<file path="config.mk">
export PLATFORM = sky130hd
export DESIGN_NAME = idata_bank_ram
export DESIGN_NICKNAME = d
export VERILOG_FILES = /design/src/rtl/dram_pkg.sv /design/src/rtl/dram_addr_gen.sv /design/src/rtl/dram_stack_ctrl.sv /design/src/rtl/dram_store.sv /design/src/rtl/idata_bank_ram.sv
export SDC_FILE = /design/constraint.sdc
export NUM_CORES = 2
export LEC_CHECK = 0
export BUFFER_PORTS_ARGS = -buffer_cell sky130_fd_sc_hd__buf_4
export CORE_MARGIN = 2
export CORE_UTILIZATION = 58
export CTS_CLUSTER_DIAMETER = 30
export CTS_CLUSTER_SIZE = 8
export DETAILED_ROUTE_END_ITERATION = 6
export GPL_ROUTABILITY_DRIVEN = 1
export PLACE_DENSITY = 0.77
export SLEW_MARGIN = 40
export SYNTH_ARGS = -nofsm -noshare
export SYNTH_HDL_FRONTEND = slang
export SYNTH_SLANG_ARGS = --single-unit
</file>
<file path="constraint.sdc">
create_clock -name clk -period 4 [get_ports clk]
set_input_delay 0.2 -clock clk [delete_from_list [all_inputs] [get_ports clk]]
set_output_delay 0.2 -clock clk [all_outputs]
set_load 0.05 [all_outputs]
</file>
<file path="src/rtl/dram_pkg.sv">
package dram_pkg;

    // Default geometry of the internal data memory
    localparam int unsigned DRAM_DW    = 8;
    localparam int unsigned DRAM_DEPTH = 128;
    localparam int unsigned DRAM_NBANK = 4;
    localparam int unsigned DRAM_NREG  = 8;
    localparam logic [7:0]  DRAM_SP_RST = 8'h07;

    // Operand addressing kinds presented by the core
    typedef enum logic [1:0] {
        AM_REG = 2'd0,
        AM_DIR = 2'd1,
        AM_IND = 2'd2,
        AM_RSV = 2'd3
    } amode_e;

    // Raw strobes of one cycle
    typedef struct packed {
        logic rd;
        logic wr;
        logic push;
        logic pop;
    } strobe_t;

    // Resolved access after arbitration
    typedef struct packed {
        logic rd;
        logic wr;
        logic oor;
    } acc_t;

    // True when a byte-wide address falls inside the array
    function automatic logic addr_in_range(input int unsigned addr, input int unsigned depth);
        return addr < depth;
    endfunction

endpackage

</file>
<file path="src/rtl/dram_addr_gen.sv">
module dram_addr_gen
    import dram_pkg::*;
#(
    parameter int unsigned DW     = DRAM_DW,
    parameter int unsigned AW     = 7,
    parameter int unsigned BANK_W = 2,
    parameter int unsigned IDX_W  = 3
) (
    input  amode_e            mode,
    input  logic [IDX_W-1:0]  reg_idx,
    input  logic [AW-1:0]     dir_addr,
    input  logic [BANK_W-1:0] bank_sel,
    input  logic [DW-1:0]     ptr_val,
    output logic [AW-1:0]     ptr_addr,
    output logic [DW-1:0]     tgt_addr
);

    localparam int unsigned REG_AW = BANK_W + IDX_W;

    logic [REG_AW-1:0] reg_loc;
    logic [REG_AW-1:0] ptr_loc;

    always_comb begin
        // bank selects the upper bits, register number the lower bits
        reg_loc  = {bank_sel, reg_idx};
        ptr_loc  = {bank_sel, {(IDX_W-1){1'b0}}, reg_idx[0]};
        ptr_addr = AW'(ptr_loc);
        unique case (mode)
            AM_REG:  tgt_addr = DW'(reg_loc);
            AM_IND:  tgt_addr = ptr_val;
            default: tgt_addr = DW'(dir_addr);
        endcase
    end

endmodule

</file>
<file path="src/rtl/dram_stack_ctrl.sv">
module dram_stack_ctrl
    import dram_pkg::*;
#(
    parameter int unsigned    DW     = DRAM_DW,
    parameter int unsigned    DEPTH  = DRAM_DEPTH,
    parameter logic [DW-1:0]  SP_RST = DRAM_SP_RST
) (
    input  logic          clk,
    input  logic          rst,
    input  logic          push,
    input  logic          pop,
    output logic [DW-1:0] sp,
    output logic [DW-1:0] stk_addr,
    output logic          stk_oor
);

    logic [DW-1:0] sp_inc;
    logic [DW-1:0] sp_dec;

    always_comb begin
        sp_inc   = sp + 1'b1;
        sp_dec   = sp - 1'b1;
        // pre-increment on push, current slot on pop
        stk_addr = push ? sp_inc : sp;
        stk_oor  = (push | pop) & ~addr_in_range(int'(stk_addr), DEPTH);
    end

    always_ff @(posedge clk) begin
        if (rst) begin
            sp <= SP_RST;
        end else if (push && !stk_oor) begin
            sp <= sp_inc;
        end else if (pop && !stk_oor) begin
            sp <= sp_dec;
        end
    end

endmodule

</file>
<file path="src/rtl/dram_store.sv">
module dram_store
    import dram_pkg::*;
#(
    parameter int unsigned DW           = DRAM_DW,
    parameter int unsigned DEPTH        = DRAM_DEPTH,
    parameter int unsigned AW           = 7,
    parameter bit          CLEAR_ON_RST = 1'b1
) (
    input  logic          clk,
    input  logic          rst,
    input  logic [AW-1:0] ra_addr,
    output logic [DW-1:0] ra_data,
    input  logic [AW-1:0] rb_addr,
    output logic [DW-1:0] rb_data,
    input  logic          we,
    input  logic [AW-1:0] waddr,
    input  logic [DW-1:0] wdata
);

    logic [DW-1:0] mem [DEPTH];

    generate
        if (CLEAR_ON_RST) begin : g_clear
            always_ff @(posedge clk) begin
                if (rst) begin
                    for (int i = 0; i < int'(DEPTH); i++) begin
                        mem[i] <= '0;
                    end
                end else if (we) begin
                    mem[waddr] <= wdata;
                end
            end
        end else begin : g_keep
            always_ff @(posedge clk) begin
                if (we && !rst) begin
                    mem[waddr] <= wdata;
                end
            end
        end
    endgenerate

    // port A fetches the pointer register, port B the target byte
    assign ra_data = mem[ra_addr];
    assign rb_data = mem[rb_addr];

endmodule

</file>
<file path="src/rtl/idata_bank_ram.sv">
module idata_bank_ram
    import dram_pkg::*;
#(
    parameter int unsigned   DW     = DRAM_DW,
    parameter int unsigned   DEPTH  = DRAM_DEPTH,
    parameter int unsigned   NBANK  = DRAM_NBANK,
    parameter int unsigned   NREG   = DRAM_NREG,
    parameter logic [DW-1:0] SP_RST = DRAM_SP_RST
) (
    input  logic                       clk,
    input  logic                       rst,
    input  logic [1:0]                 acc_mode,
    input  logic [$clog2(NREG)-1:0]    reg_idx,
    input  logic [$clog2(DEPTH)-1:0]   dir_addr,
    input  logic [$clog2(NBANK)-1:0]   bank_sel,
    input  logic                       rd_en,
    input  logic                       wr_en,
    input  logic                       push_en,
    input  logic                       pop_en,
    input  logic [DW-1:0]              wr_data,
    output logic [DW-1:0]              rd_data,
    output logic [DW-1:0]              stack_ptr,
    output logic                       range_err
);

    localparam int unsigned AW     = $clog2(DEPTH);
    localparam int unsigned BANK_W = $clog2(NBANK);
    localparam int unsigned IDX_W  = $clog2(NREG);

    amode_e        mode;
    strobe_t       stb;
    acc_t          acc;
    logic          stack_op;
    logic [AW-1:0] ptr_addr;
    logic [DW-1:0] ptr_val;
    logic [DW-1:0] tgt_addr;
    logic [DW-1:0] stk_addr;
    logic          stk_oor;
    logic [DW-1:0] acc_addr;
    logic [DW-1:0] cell_data;
    logic [DW-1:0] rd_q;
    logic          err_q;

    assign mode = amode_e'(acc_mode);
    assign stb  = '{rd: rd_en, wr: wr_en, push: push_en, pop: pop_en};

    dram_addr_gen #(
        .DW(DW), .AW(AW), .BANK_W(BANK_W), .IDX_W(IDX_W)
    ) u_addr (
        .mode     (mode),
        .reg_idx  (reg_idx),
        .dir_addr (dir_addr),
        .bank_sel (bank_sel),
        .ptr_val  (ptr_val),
        .ptr_addr (ptr_addr),
        .tgt_addr (tgt_addr)
    );

    dram_stack_ctrl #(
        .DW(DW), .DEPTH(DEPTH), .SP_RST(SP_RST)
    ) u_stack (
        .clk      (clk),
        .rst      (rst),
        .push     (stb.push),
        .pop      (stb.pop),
        .sp       (stack_ptr),
        .stk_addr (stk_addr),
        .stk_oor  (stk_oor)
    );

    always_comb begin
        stack_op = stb.push | stb.pop;
        acc_addr = stack_op ? stk_addr : tgt_addr;
        // stack strobes take the single access slot
        acc.rd   = stb.pop  | (stb.rd & ~stack_op);
        acc.wr   = stb.push | (stb.wr & ~stack_op);
        acc.oor  = (acc.rd | acc.wr) &
                   (stack_op ? stk_oor : ~addr_in_range(int'(acc_addr), DEPTH));
    end

    dram_store #(
        .DW(DW), .DEPTH(DEPTH), .AW(AW), .CLEAR_ON_RST(1'b1)
    ) u_store (
        .clk     (clk),
        .rst     (rst),
        .ra_addr (ptr_addr),
        .ra_data (ptr_val),
        .rb_addr (acc_addr[AW-1:0]),
        .rb_data (cell_data),
        .we      (acc.wr & ~acc.oor),
        .waddr   (acc_addr[AW-1:0]),
        .wdata   (wr_data)
    );

    always_ff @(posedge clk) begin
        if (rst) begin
            rd_q  <= '0;
            err_q <= 1'b0;
        end else begin
            err_q <= acc.oor;
            if (acc.rd) begin
                rd_q <= acc.oor ? '0 : cell_data;
            end
        end
    end

    assign rd_data   = rd_q;
    assign range_err = err_q;

endmodule

</file>
Word level (Yosys, flattened, before mapping):

Memory sizes are Yosys's and may differ from the RTL's.
Cells that the tools add are included.

* bitwise logic cells: 13
* magnitude comparators: 2
* muxes and demuxes: 15
* $add $sub $neg: 2
* equal/unequal tests: 1
* reduce and logical (&&, ||, !) cells: 6

Operator list (count)
* $mux W8: 6
* $lt A8 B8 Y1 const B: 2
* $pmux W8 S2: 1
* $add A8 B1 Y8 const B: 1
* $reduce_or A8 Y1: 1
* $sub A8 B1 Y8 const B: 1
* $mux W1: 7
* $mux W7: 1
* $and A1 B1 Y1: 5
* $not A1 Y1: 4
* $or A1 B1 Y1: 4
* $eq A2 B2 Y1 const B: 1
* $logic_and A1 B1 Y1: 2
* $logic_not A2 Y1: 1
* $reduce_bool A2 Y1: 1
* $logic_not A1 Y1: 1

* logic and storage cells: 43
* memory bits (writable): 1024
* memories: 1
* bits in registers: 17
* output and inout bits: 17

Memories
* u_store.mem: words 128, width 8, read ports 2, clocked after memory_dff 0, wr ports 128, line dram_store.sv:20 `logic [DW-1:0] mem [DEPTH];`

Longest topological paths before layout:

* depth in word-level cells: 14
* depth in mapped cells: 19
* gate-level depth less buffers: 11

By module:

A second synthesis with hierarchy kept.

* cell total of the unflattened synthesis: 3478
* area total of the unflattened synthesis: 56495.4 µm²

By module, submodules not included
* dram_store: area an instance 55121.6 µm², instances 1, cells an instance 3320, seq. area each 30749.5 µm²
* dram_stack_ctrl: area an instance 744.5 µm², instances 1, cells an instance 94, seq. area each 160.2 µm²
* idata_bank_ram: area an instance 415.4 µm², instances 1, cells an instance 35, seq. area each 180.2 µm²
* dram_addr_gen: area an instance 214.0 µm², instances 1, cells an instance 29, seq. area each 0.0 µm²

Least setup slack after synthesis:

No wires, ideal clock.

* kind: register to register
* start: reg u_stack.sp[0]
* end: mem u_store.mem[41][0] (netlist bit) (enable)
* arrival time: 4.347 ns
* cell stages (with the launch flop): 18
* setup slack: -0.656 ns
* clock period less this slack: 4.656 ns
* cell sequence: dfxtp_1 clkbuf_1 inv_1 clkbuf_1 clkbuf_1 clkbuf_1 clkbuf_1 ha_1 nor2b_1 nor2_1 o21ai_0 o211a_1 clkbuf_1 clkbuf_1 nand2_1 clkbuf_1 nor2_1 or2_2

RTL lines
* start: declaration: line dram_stack_ctrl.sv:12 `output logic [DW-1:0] sp,`
* start signal: assignment: line dram_stack_ctrl.sv:32 `sp <= sp_inc;`
* start signal: assignment: line dram_stack_ctrl.sv:34 `sp <= sp_dec;`
* end: declaration: line dram_store.sv:20

==> metrics.yaml <==
status: "finished with violations"
violations: "design-rule violations, negative setup slack"
dpl.hpwl_um: 122400
required_ns: 4.72
grt_start_max_net_pins: 162
rr_worst_depth: 11
clk_latency_ns: 0.81
ys_ff_latch: 1041
initial_core_util: 0.5835
synth_area_per_cell_sq_um: 10.86
synthCells: 5274
die_w_um: 318.2
yosys_warnings: 0
setup_viol: 1
peakVddDrop_mv: 0.4496
maxSlewViolCount: 0
worstHoldPathType: "in2reg"
io_pins: 45
drc: 7
crit_type: "reg2reg"
cts_tree: "built"
finalCritPeriodShare: 1.003
final_cell_mix: "and2_1 (1031), edfxtp_1 (1024), o21ai_0 (323)"
drive_gt1_frac: 0.1710
maxCapViolCount: 0
chipHeight_um: 318.2
post-route-min-period_ns: 4.013
tightest_slew_ns: 0.9362
critPathMaxFanout: 8
wirelength_um: 196900
place_area_sq_mm: 0.06021
power.leakage_nw: 24.45
cts_htree_levels: 4
grt_pass1_vias: 45830
dominantRegCellSynth: "edfxtp_1"
syn2layout_area_growth_pct: 17.75
vias_per_cell: 7.114
grt_pass1_wl_um: 289900
drt_first_iter_violations: 8335
place.port_buffers: 44
grt_usage: 0.3795
hold_violations: 0
antenna_found_initial: 21
gp_congestion: 1.008
root_buffer: "clkbuf_16"
fmax_ghz: 0.2492
final_common_cell: "and2_1"
setup.worst_path.start: "u_store.mem[16][3]"
rows: 115
crit_end: "rd_data[7]"
fin_skew_ns: 0.03552
reg2reg_slack_ns: -0.01
final_area_sq_mm: 0.06743
cts_made_buffers: 207
cp-end-kind: "flip-flop"
timing.rr.end: "rd_data[7]"
core_sq_mm: 0.09813
cts_max_path_buffers: 3
syn-num-nets: 5304
slew_headroom: 0.3759
synth_edf_count: 1024
async_flop_share: 0
antenna_left: 0
rr_startpoint: "u_store.mem[16][3]"
rsz0062_at_grt: "true"
cp_data_arrival_time_ns: 4.74
die-area_sq_mm: 0.1013
path_clk_slew_ns: 0.05
fin_nets: 5330
routedWlPerCell_um: 29.15
power_density_mw_per_mm2: 527.7
vias: 48060
syn_area_sq_mm: 0.05726
setup_slack_ns: -0.01293
cp-start-kind: "flip-flop"
ys_types: 86
grt_remaining_overflow: 0
clock-sinks: 1041
drt_pass1_iterations: 7
whs_ns: 0.06079
ys_seq_area_frac: 0.5429
## through the flow
stage	TNS [ns]	instances	utilization	setup WS, ns	power, mW
floorplan	0	5274	-	0.006531	15.80
global placement	-0.1577	6373	0.6132	-0.1328	17.99
detailed placement	-0.4297	6373	0.6136	-0.2144	18.10
CTS	0	6747	0.6856	0.009153	35.25
global route	-0.08721	6752	0.6870	-0.04696	36.29
finish	-0.01293	6755	0.6871	-0.01293	35.58
## worst max-delay path, stage by stage (launching register included)
cell       delay, ns
edfxtp_1        0.39
mux4_2          0.51
a2111oi_4       0.42
nor4_2          0.12
and3_4          0.23
and2_4          0.14
buf_4           0.18
a221oi_1        0.44
a41oi_1         0.32
buf_4           0.27
or4_1           0.64
o31ai_1         0.28
## what timing repair did
item                       4_1_cts  5_1_grt
cloned                           0        0
setup endpoints to repair        5       23
buffers inserted                 0        1
hold buffers                     2        0
pin swaps                        0        3
hold endpoints to repair         1        0
gates resized for setup          7       20
## registers in the layout, indices dropped and copies added (netlist names)
name,count
u_store.mem,1024
u_stack.sp,8
rd_data,8
range_err,1
## area by class of cell
type	count	area, sq um
clock buffer	249	5537
inverter	38	148.9
multi-input combinational	3666	24330
antenna	5	12.51
tap	1287	1610
sequential	1041	31090
timing repair buffer	346	3212
clock inverter	123	1483
fill	6907	30710
## synthesized netlist by cell type, drive strengths merged (60+ instances only)
cell | count | share of area
nand2 | 256 | 0.017
nand3 | 166 | 0.015
o2111ai | 61 | 0.0093
a21oi | 61 | 0.0054
buf | 124 | 0.011
clkbuf | 405 | 0.027
a221oi | 184 | 0.028
and3 | 105 | 0.012
o21ai | 328 | 0.029
edfxtp | 1024 | 0.54
nand4 | 60 | 0.0066
and2 | 1033 | 0.11
mux2i | 111 | 0.019
a22oi | 115 | 0.015
nor2 | 189 | 0.012
or2 | 145 | 0.016
o22ai | 81 | 0.0088
nor2b | 65 | 0.0071
a31oi | 61 | 0.0067
a211oi | 124 | 0.016
## worst min path at each step
stage | startpoint | end | cells after the start
2_1_floorplan | wr_en | range_err | 2
3_3_place_gp | u_stack.sp[0] | u_stack.sp[0] | 2
3_5_place_dp | u_stack.sp[0] | u_stack.sp[0] | 2
4_1_cts | wr_data[7] | u_store.mem[101][7] | 2
5_1_grt | wr_data[6] | u_store.mem[64][6] | 2
6_report | wr_data[6] | u_store.mem[77][6] | 2
## cells by family after synthesis
family | share of synthesized area
AO/OA/AOI/OAI | 0.1822
XOR/XNOR | 0.001224
adder cells (fa/ha/maj) | 0.0004369
buffers and inverters | 0.03962
flip-flops | 0.5429
multiplexers | 0.02688
AND/OR/NAND/NOR | 0.2067
## routing by layer
metal	wire (um)	global-route usage	vias up
li1	-	-	20210
met1	69130	0.4840	23160
met2	87690	0.5787	3817
met3	27830	0.1140	846
met4	12080	0.2147	24
met5	164	0.001891	-
## report_power, final
part / total (mW) / switching, mW / leakage [nW] / internal (mW)
registers: 12.7 / 0.312 / 10.7 / 12.4
logic: 5.55 / 3.78 / 10.4 / 1.77
clock network: 17.3 / 5.76 / 3.38 / 11.5
Power figures use the tool's default switching activity.
